`src/rtl/evq_pkg.sv`:
```
// Shared constants and types for the event ring producer.
package evq_pkg;
    localparam int REC_W     = 128;  // one record is 16 bytes
    localparam int REC_BYTES = REC_W / 8;
    localparam int OWN_BIT   = 96;   // bit 0 of byte 12
    localparam int ENT_CNT_LSB = 64; // slot count field inside a table entry

    typedef enum logic [1:0] {
        EVS_OK     = 2'd0,
        EVS_FULL   = 2'd1,
        EVS_UNINIT = 2'd2
    } evq_status_e;

    typedef enum logic [2:0] {
        S_IDLE,
        S_WR_REC,
        S_WR_OWN,
        S_RD_CUR,
        S_RD_NXT
    } evq_state_e;
endpackage

```
`src/rtl/evq_occupancy.sv`:
```
// Empty/full decision for the ring.
// Assumes nxt_base holds the base of the segment after the current one.
module evq_occupancy #(
    parameter int ADDR_W = 32,
    parameter int CNT_W  = 16
) (
    input  logic [ADDR_W-1:0] enq,
    input  logic [ADDR_W-1:0] deq,
    input  logic [ADDR_W-1:0] nxt_base,
    input  logic [CNT_W-1:0]  left,
    output logic              empty,
    output logic              full
);
    import evq_pkg::*;
    localparam logic [ADDR_W-1:0] STEP = ADDR_W'(REC_BYTES);

    // Compare the dequeue pointer with the slot after the next write.
    always_comb begin
        empty = (enq == deq);
        if (left == CNT_W'(1)) full = (deq == nxt_base);
        else                   full = (deq == enq + STEP);
    end
endmodule

```
`src/rtl/evq_entry_decode.sv`:
```
// Splits a 16-byte segment-table entry into base and slot count.
// Assumes the base is at bits 63:0 and the count at bits 79:64.
module evq_entry_decode #(
    parameter int ADDR_W = 32,
    parameter int CNT_W  = 16
) (
    input  logic [evq_pkg::REC_W-1:0] rdata,
    output logic [ADDR_W-1:0]         seg_base,
    output logic [CNT_W-1:0]          seg_cnt
);
    import evq_pkg::*;
    logic unused_hi;

    // Field extraction; the remaining bits are reserved.
    always_comb begin
        seg_base  = rdata[ADDR_W-1:0];
        seg_cnt   = rdata[ENT_CNT_LSB +: CNT_W];
        unused_hi = ^{rdata[REC_W-1:ENT_CNT_LSB+CNT_W], rdata[ENT_CNT_LSB-1:ADDR_W]};
    end
endmodule

```
`src/rtl/evq_rec_pack.sv`:
```
// Builds the write beat for either phase of an event write.
// Phase 0 writes all bytes with the ownership bit inverted; phase 1 only the last dword.
module evq_rec_pack (
    input  logic [evq_pkg::REC_W-1:0]     rec,
    input  logic                          own,
    input  logic                          final_phase,
    output logic [evq_pkg::REC_W-1:0]     wdata,
    output logic [evq_pkg::REC_BYTES-1:0] wstrb
);
    import evq_pkg::*;

    // Substitute the ownership bit and select the byte enables.
    always_comb begin
        wdata          = rec;
        wdata[OWN_BIT] = final_phase ? own : ~own;
        wstrb          = final_phase ? 16'hF000 : 16'hFFFF;
    end
endmodule

```
`src/rtl/evq_producer.sv`:
```
// Producer of a segmented event ring in system memory.
// Fetches segment entries, writes records in two phases, tracks ownership
// and occupancy. Assumes a 16-byte-aligned table and segments and a memory
// port that holds one transaction until mem_ready.
module evq_producer #(
    parameter int ADDR_W = 32,
    parameter int CNT_W  = 16,
    parameter int IDX_W  = 16
) (
    input  logic                  clk,
    input  logic                  rst_n,
    input  logic                  cfg_size_we,
    input  logic [IDX_W-1:0]      cfg_size,
    input  logic                  cfg_base_we,
    input  logic [ADDR_W-1:0]     cfg_base,
    input  logic                  cfg_deq_we,
    input  logic [ADDR_W-1:0]     cfg_deq,
    input  logic                  ev_valid,
    output logic                  ev_ready,
    input  logic [127:0]          ev_data,
    output logic                  ev_done,
    output logic [1:0]            ev_status,
    output logic                  busy,
    output logic                  ring_empty,
    output logic                  ring_full,
    output logic                  ring_uninit,
    output logic [ADDR_W-1:0]     enq_ptr,
    output logic                  cycle_state,
    output logic                  acc_err,
    output logic                  mem_req,
    output logic                  mem_we,
    output logic [ADDR_W-1:0]     mem_addr,
    output logic [127:0]          mem_wdata,
    output logic [15:0]           mem_wstrb,
    input  logic                  mem_ready,
    input  logic [127:0]          mem_rdata
);
    import evq_pkg::*;

    localparam logic [ADDR_W-1:0] STEP = ADDR_W'(REC_BYTES);

    evq_state_e          state_q;
    logic [REC_W-1:0]    rec_q;
    logic [ADDR_W-1:0]   enq_q, nxt_q, tbase_q, deq_q;
    logic [CNT_W-1:0]    left_q;
    logic [IDX_W-1:0]    idx_q, size_q, nxt_idx, fetch_idx, idx_inc;
    logic                own_q, pend_q, evt_q, err_q, done_q;
    logic [1:0]          status_q;
    logic [ADDR_W-1:0]   seg_base;
    logic [CNT_W-1:0]    seg_cnt;
    logic                occ_empty, occ_full, uninit;
    logic [IDX_W-1:0]    new_size;
    logic [ADDR_W-1:0]   new_base;

    evq_occupancy #(.ADDR_W(ADDR_W), .CNT_W(CNT_W)) u_occ (
        .enq(enq_q), .deq(deq_q), .nxt_base(nxt_q), .left(left_q),
        .empty(occ_empty), .full(occ_full)
    );

    evq_entry_decode #(.ADDR_W(ADDR_W), .CNT_W(CNT_W)) u_dec (
        .rdata(mem_rdata), .seg_base(seg_base), .seg_cnt(seg_cnt)
    );

    evq_rec_pack u_pack (
        .rec(rec_q), .own(own_q), .final_phase(state_q == S_WR_OWN),
        .wdata(mem_wdata), .wstrb(mem_wstrb)
    );

    // Index arithmetic and memory request formation.
    always_comb begin
        idx_inc   = idx_q + IDX_W'(1);
        nxt_idx   = (idx_inc == size_q) ? '0 : idx_inc;
        fetch_idx = (state_q == S_RD_NXT) ? nxt_idx : idx_q;
        uninit    = (size_q == '0) || (tbase_q == '0) || (enq_q == '0);
        new_size  = cfg_size_we ? cfg_size : size_q;
        new_base  = cfg_base_we ? cfg_base : tbase_q;
        mem_req   = (state_q != S_IDLE);
        mem_we    = (state_q == S_WR_REC) || (state_q == S_WR_OWN);
        mem_addr  = mem_we ? enq_q : tbase_q + (ADDR_W'(fetch_idx) << 4);
    end

    assign ev_ready    = (state_q == S_IDLE) && !pend_q;
    assign ev_done     = done_q;
    assign ev_status   = status_q;
    assign busy        = (state_q != S_IDLE);
    assign ring_empty  = occ_empty;
    assign ring_full   = occ_full;
    assign ring_uninit = uninit;
    assign enq_ptr     = enq_q;
    assign cycle_state = own_q;
    assign acc_err     = err_q;

    // Sequencer: event writes, pointer advance, segment change and table reads.
    always_ff @(posedge clk) begin
        if (!rst_n) begin
            state_q  <= S_IDLE;
            rec_q    <= '0;
            enq_q    <= '0;
            nxt_q    <= '0;
            left_q   <= '0;
            idx_q    <= '0;
            own_q    <= 1'b1;
            pend_q   <= 1'b0;
            evt_q    <= 1'b0;
            err_q    <= 1'b0;
            done_q   <= 1'b0;
            status_q <= EVS_OK;
        end else begin
            done_q <= 1'b0;
            unique case (state_q)
                S_IDLE: begin
                    if (pend_q) begin
                        pend_q <= 1'b0;
                        evt_q  <= 1'b0;
                        if (idx_q > size_q) err_q   <= 1'b1;
                        else                state_q <= S_RD_CUR;
                    end else if (ev_valid) begin
                        if (uninit) begin
                            done_q   <= 1'b1;
                            status_q <= EVS_UNINIT;
                        end else if (occ_full) begin
                            done_q   <= 1'b1;
                            status_q <= EVS_FULL;
                        end else begin
                            rec_q   <= ev_data;
                            state_q <= S_WR_REC;
                        end
                    end
                end
                S_WR_REC: if (mem_ready) state_q <= S_WR_OWN;
                S_WR_OWN: if (mem_ready) begin
                    enq_q  <= enq_q + STEP;
                    left_q <= left_q - CNT_W'(1);
                    if (left_q == CNT_W'(1)) begin
                        evt_q   <= 1'b1;
                        state_q <= S_RD_CUR;
                        if (idx_inc == size_q) begin
                            idx_q <= '0;
                            own_q <= ~own_q;
                        end else begin
                            idx_q <= idx_inc;
                        end
                    end else begin
                        done_q   <= 1'b1;
                        status_q <= EVS_OK;
                        state_q  <= S_IDLE;
                    end
                end
                S_RD_CUR: if (mem_ready) begin
                    enq_q   <= seg_base;
                    left_q  <= seg_cnt;
                    err_q   <= 1'b0;
                    state_q <= S_RD_NXT;
                end
                S_RD_NXT: if (mem_ready) begin
                    nxt_q   <= seg_base;
                    state_q <= S_IDLE;
                    if (evt_q) begin
                        done_q   <= 1'b1;
                        status_q <= EVS_OK;
                    end
                end
                default: state_q <= S_IDLE;
            endcase
            if ((cfg_size_we || cfg_base_we) && (new_size != '0) && (new_base != '0))
                pend_q <= 1'b1;
        end
    end

    // Software-programmed registers.
    always_ff @(posedge clk) begin
        if (!rst_n) begin
            size_q  <= '0;
            tbase_q <= '0;
            deq_q   <= '0;
        end else begin
            if (cfg_size_we) size_q  <= cfg_size;
            if (cfg_base_we) tbase_q <= cfg_base;
            if (cfg_deq_we)  deq_q   <= cfg_deq;
        end
    end

    a_r3_first_inverted: assert property (@(posedge clk) disable iff (!rst_n)
        (mem_req && mem_we && mem_wstrb == 16'hFFFF) |-> (mem_wdata[OWN_BIT] != own_q));
    a_r3_second_owned: assert property (@(posedge clk) disable iff (!rst_n)
        (mem_req && mem_we && mem_wstrb == 16'hF000) |-> (mem_wdata[OWN_BIT] == own_q));
    a_r4_enq_step: assert property (@(posedge clk) disable iff (!rst_n)
        (state_q == S_WR_OWN && mem_ready && left_q != CNT_W'(1))
        |=> (enq_q == $past(enq_q) + STEP && left_q == $past(left_q) - CNT_W'(1)));
    a_r6_lap_toggle: assert property (@(posedge clk) disable iff (!rst_n)
        (state_q == S_WR_OWN && mem_ready && left_q == CNT_W'(1) && idx_inc == size_q)
        |=> (idx_q == '0 && own_q != $past(own_q)));
    a_r2_uninit_quiet: assert property (@(posedge clk) disable iff (!rst_n)
        (ev_valid && ev_ready && uninit) |=> (!mem_req && ev_done && ev_status == 2'd2));
    a_r9_full_quiet: assert property (@(posedge clk) disable iff (!rst_n)
        (ev_valid && ev_ready && !uninit && occ_full) |=> (!mem_req && ev_done && ev_status == 2'd1));
    a_r12_bad_index: assert property (@(posedge clk) disable iff (!rst_n)
        (state_q == S_IDLE && pend_q && idx_q > size_q) |=> (acc_err && !mem_req));
endmodule

```
`config.mk`:
```
export PLATFORM = sky130hd
export DESIGN_NAME = evq_producer
export DESIGN_NICKNAME = d
export VERILOG_FILES = /design/src/rtl/evq_pkg.sv /design/src/rtl/evq_occupancy.sv /design/src/rtl/evq_entry_decode.sv /design/src/rtl/evq_rec_pack.sv /design/src/rtl/evq_producer.sv
export SDC_FILE = /design/constraint.sdc
export NUM_CORES = 1
export LEC_CHECK = 0
export ABC_AREA = 1
export BUFFER_PORTS_ARGS = -buffer_cell sky130_fd_sc_hd__buf_2
export CAP_MARGIN = 15
export CORE_AREA = 4 4 216 218
export CTS_BUF_LIST = sky130_fd_sc_hd__clkbuf_8
export CTS_CLUSTER_DIAMETER = 120
export DETAILED_ROUTE_END_ITERATION = 8
export DIE_AREA = 0 0 220 222
export SYNTH_ARGS = -nofsm -noshare
export SYNTH_HDL_FRONTEND = slang
export SYNTH_SLANG_ARGS = --single-unit
```
`constraint.sdc`:
```
create_clock -name clk -period 9.6 [get_ports clk]
set_input_delay 0.48 -clock clk [delete_from_list [all_inputs] [get_ports clk]]
set_output_delay 0.48 -clock clk [all_outputs]
set_load 0.03 [all_outputs]
```
==> tab_implementation.tex <==
\begin{tabular}{lr}
\hline
Metric & Value \\
\hline
\multicolumn{2}{l}{\textbf{Placement}} \\
Total half-perimeter wirelength after legalization and detailed placement & 51300 um \\
Routability congestion estimate from global placement & 0.965 \\
Pre-CTS worst setup slack & 3.00 ns \\
\# port buffers & 477 \\
\multicolumn{2}{l}{\textbf{Timing}} \\
Crit share post-route & 0.763 \\
Final number of setup-violating endpoints & 0 \\
Unrepaired setup endpoints after global routing & no \\
Final Max Tran Viols & 0 \\
Rel. slew slack & 0.226 \\
TNS Setup & 0 ns \\
Final hold violation count & 0 \\
Final WS setup & 2.28 ns \\
Least-Margin Pin Slew & 1.16 ns \\
Clock period minus final worst setup slack & around 7.3 ns \\
Maximum clock frequency & 137 MHz \\
Worst clock skew & between 0.03 and 0.04 ns \\
\multicolumn{2}{l}{\textbf{Die}} \\
DIE WIDTH & $\sim$220 um \\
Die Ht & 222 um \\
Core region area & 44900 sq um \\
Ports & 563 \\
Total die area & slightly below 50000 sq um \\
Effective utilization at floorplan & 0.394 \\
Number of rows in the core area & 78 \\
\multicolumn{2}{l}{\textbf{Yosys}} \\
Gate count of the mapped netlist & 2784 \\
Portion of synthesized cell area occupied by the leading cell type & 0.354 \\
Proportion of register bits with asynchronous set or reset after synthesis & 0 \\
Post-synth cell types & 48 \\
Syn. warnings & 0 \\
Largest cells by area after synthesis & sky130\_fd\_sc\_hd\_\_dfxtp\_1 35\%, sky130\_fd\_sc\_hd\_\_nand2\_1 15\%, sky130\_fd\_sc\_hd\_\_nor2\_1 9.6\% \\
Number of enable flip-flop cells after synthesis & 0 \\
Flop and latch count out of synthesis & 313 \\
List of most frequent post-synthesis cells & 728 x sky130\_fd\_sc\_hd\_\_nand2\_1, 454 x sky130\_fd\_sc\_hd\_\_nor2\_1, 314 x sky130\_fd\_sc\_hd\_\_inv\_1 \\
Avg Inst Size Synth & 6.35 sq um \\
Primary flip-flop cell chosen by synthesis mapping & sky130\_fd\_sc\_hd\_\_dfxtp\_1 \\
Mapped cell area & 17700 sq um \\
Yosys top cell by area & sky130\_fd\_sc\_hd\_\_dfxtp\_1 \\
Share of synthesized area occupied by flip-flops and latches & 0.354 \\
Most common cell in the synthesized netlist & sky130\_fd\_sc\_hd\_\_nand2\_1 \\
\multicolumn{2}{l}{\textbf{GRT}} \\
Wire length of the first global-routing pass & 104000 um \\
Overall overflow remaining after global route & 0 \\
Initial antenna violation count & 15 \\
Total track usage & 0.269 \\
Largest net degree at the start of global routing & 92 \\
Via count of the first global-routing pass & 18537 \\
\multicolumn{2}{l}{\textbf{Clock tree}} \\
TritonCTS Buffers & 59 \\
H-Tree Depth & 2 \\
Clock tree from TritonCTS & built \\
Count of instances resized after the clock tree is built & 0 \\
Clock Sinks & 313 \\
Max clock buf depth & 3 \\
CTS root buf & sky130\_fd\_sc\_hd\_\_clkbuf\_8 \\
Latest clock arrival within the worst-skew pair & 0.67 ns \\
Clock slew at the register clock pins of the worst setup and hold paths & 0.06 ns \\
\multicolumn{2}{l}{\textbf{Detailed routing}} \\
Detailed Route WL & 69300 um \\
Drt first-iter violations & 1743 \\
Remaining design rule violation count & 0 \\
Iteration count of the initial detailed-routing pass & 6 \\
Average wire per standard cell & 17.5 um \\
Average vias per placed instance & 5.00 \\
Via count of the routed design & roughly 20000 \\
Post-route ant nets & 0 \\
\multicolumn{2}{l}{\textbf{Worst setup path}} \\
Endpoint arrival time on the critical path & 6.84 ns \\
Kind of critical path & reg2out \\
Crit-path slowest cell & sky130\_fd\_sc\_hd\_\_a21oi\_1 \\
CP delay by family, top & simple AND/OR/NAND/NOR gates \\
Crit-path max cell delay & about 0.52 ns \\
Launching point of the worst reg2reg path & enq\_ptr[5]\$\_SDFFE\_PN0P\_ \\
Req. time, crit path & just over 9 ns \\
Capturing element type of the critical path & output pin \\
Worst R2R End & rec\_q[79]\$\_SDFFE\_PN0P\_ \\
Register-to-register setup slack & 4.62 ns \\
Largest fanout on the critical path & 16 \\
Total buffers and inverters traversed by the critical path & 2 \\
Number of cells on the worst reg-to-reg path & 19 \\
Type of element launching the critical path & flip-flop \\
\multicolumn{2}{l}{\textbf{Final layout}} \\
\# nets final & about 3700 \\
Share of layout cells above drive strength 1 & 0.186 \\
Area growth, synth to finish & 27.9\% \\
Filler cell count & between 4000 and 5000 \\
\multicolumn{2}{l}{\textbf{Power and ir drop}} \\
Switching share of power & 0.460 \\
Static Leak & roughly 11 nW \\
Proportion of power drawn by the clock network & 0.250 \\
Int Power & about 3.1 mW \\
Sequential power share & 0.310 \\
Cell Pwr Density & 254 nW/um\^{}2 \\
Combinational fraction of design power & 0.440 \\
Peak ir drop on the vdd network & 0.154 mV \\
Psw & 2.64 mW \\
\multicolumn{2}{l}{\textbf{Min path}} \\
Hold crit path type & in2reg \\
Instance count along the most critical hold path & 3 \\
Hold\_sp & ev\_data[24] \\
Terminating pin of the worst hold path & rec\_q[24]\$\_SDFFE\_PN0P\_ \\
\multicolumn{2}{l}{\textbf{Flow run}} \\
Maximum capacitance violations & 0 \\
\multicolumn{2}{l}{\textbf{Run status}} \\
Result of the run & finished, final reports clean \\
\hline
\end{tabular}
power groups by stage:
stage | Combinational [mW] | Sequential [mW] | Clock [mW]
3_3_place_gp | 2.44 | 1.78 | 0
2_1_floorplan | 1.43 | 2.13 | 0
6_report | 2.52 | 1.78 | 1.43
3_5_place_dp | 2.47 | 1.79 | 0
4_1_cts | 2.52 | 1.77 | 1.47
5_1_grt | 2.78 | 1.81 | 1.53
layout make-up:
cell class                 count  area [sq um]  share of cell area
multi-input combinational   2002          9500               0.420
sequential                   313          6270               0.277
timing repair buffer         598          3570               0.158
inverter                     319          1200              0.0530
clock buffer                  78          1070              0.0475
tap                          600           751              0.0332
clock inverter                30           225             0.00996
antenna                       10          25.0             0.00111
registers in the layout, summed over array words and instances (netlist names), 16 cells and up:
register / count
rec_q: 127
deq_q: 32
enq_ptr: 32
nxt_q: 32
tbase_q: 32
idx_q: 16
left_q: 16
size_q: 16
routing by layer:
| layer | wire length, um | GRT usage | up-vias | part of all wire |
|---|---|---|---|---|
| met3 | 4710 | 0.0526 | 179 | 0.068 |
| met5 | 42 | 0 | - | 0.00061 |
| li1 | - | - | 9880 | - |
| met4 | 3060 | 0.119 | 8 | 0.044 |
| met2 | 32400 | 0.439 | 698 | 0.47 |
| met1 | 29100 | 0.345 | 8974 | 0.42 |
stage by stage:
step	cells	hold WS, ns	cell area [sq um]	utilization	power, mW
3_3_place_gp	3724	0.443	20200	0.450	4.23
2_1_floorplan	2787	0.430	17700	-	3.56
4_1_cts	3940	0.00107	22600	0.503	5.75
5_1_grt	3950	0.0110	22600	0.504	6.11
3_5_place_dp	3724	0.447	20200	0.450	4.26
6_report	3950	0.0498	22600	0.504	5.74
how the worst max path moves through the flow:
stage,startpoint,to,slack (ns),cells past startpoint
3_3_place_gp,idx_q[1]$_SDFFE_PN0P_,mem_addr[28],3.12,28
5_1_grt,idx_q[0]$_SDFFE_PN0P_,mem_addr[28],1.49,29
4_1_cts,idx_q[0]$_SDFFE_PN0P_,mem_addr[28],2.27,28
3_5_place_dp,idx_q[1]$_SDFFE_PN0P_,mem_addr[28],3.00,28
6_report,idx_q[0]$_SDFFE_PN0P_,mem_addr[28],2.28,28
2_1_floorplan,idx_q[1]$_SDFFE_PN0P_,mem_addr[19],4.47,24
cell usage in the layout, fill, tap and decap left out, types with 31 or more instances in the layout:
| master | count |
|---|---|
| sky130_fd_sc_hd__clkbuf_8 | 78 |
| sky130_fd_sc_hd__a31oi_1 | 31 |
| sky130_fd_sc_hd__nand2_1 | 728 |
| sky130_fd_sc_hd__dlygate4sd3_1 | 108 |
| sky130_fd_sc_hd__buf_2 | 476 |
| sky130_fd_sc_hd__xor2_1 | 46 |
| sky130_fd_sc_hd__dfxtp_1 | 313 |
| sky130_fd_sc_hd__a21oi_1 | 153 |
| sky130_fd_sc_hd__o21ai_0 | 173 |
| sky130_fd_sc_hd__nor2_1 | 452 |
| sky130_fd_sc_hd__nand3_1 | 156 |
| sky130_fd_sc_hd__ha_1 | 37 |
| sky130_fd_sc_hd__nand4_1 | 40 |
| sky130_fd_sc_hd__inv_1 | 327 |
cell families (layout without fill, tap and decap cells):
logic type,after synthesis,in the layout,share of synthesized area
AOI/OAI and AO/OA,413,413,0.126
adders and majority gates,38,38,0.0273
buffers and inverters,472,1025,0.110
muxes,23,23,0.0130
and+or+nand+nor,1464,1464,0.340
other,1,14,0.000212
xor gates and xnor gates,60,60,0.0297
DFF,313,313,0.354
worst reg2reg max path, stage by stage, from the launching register on:
cell	delay (ns)
sky130_fd_sc_hd__dfxtp_1	0.61
sky130_fd_sc_hd__ha_1	0.31
sky130_fd_sc_hd__nand3_2	0.17
sky130_fd_sc_hd__inv_2	0.21
sky130_fd_sc_hd__nand2_1	0.18
sky130_fd_sc_hd__nor2_1	0.23
sky130_fd_sc_hd__nand2_1	0.07
sky130_fd_sc_hd__nand2_1	0.08
sky130_fd_sc_hd__nand3_1	0.10
sky130_fd_sc_hd__nand3b_1	0.16
sky130_fd_sc_hd__nand2_1	0.07
sky130_fd_sc_hd__nor2_1	0.11
sky130_fd_sc_hd__nand2_1	0.06
sky130_fd_sc_hd__nor2_1	0.17
sky130_fd_sc_hd__nand3_1	0.29
sky130_fd_sc_hd__nand4_1	0.19
sky130_fd_sc_hd__buf_4	0.63
sky130_fd_sc_hd__buf_4	0.78
sky130_fd_sc_hd__nor2_1	0.32
sky130_fd_sc_hd__nor2_1	0.17
repair_timing:
item	in CTS	in global routing
hold buffers	108	0
setup buffers	0	0
setup endpoints to repair	0	0
hold endpoints to repair	108	0
No activity file was read; power rests on OpenSTA's default activity.
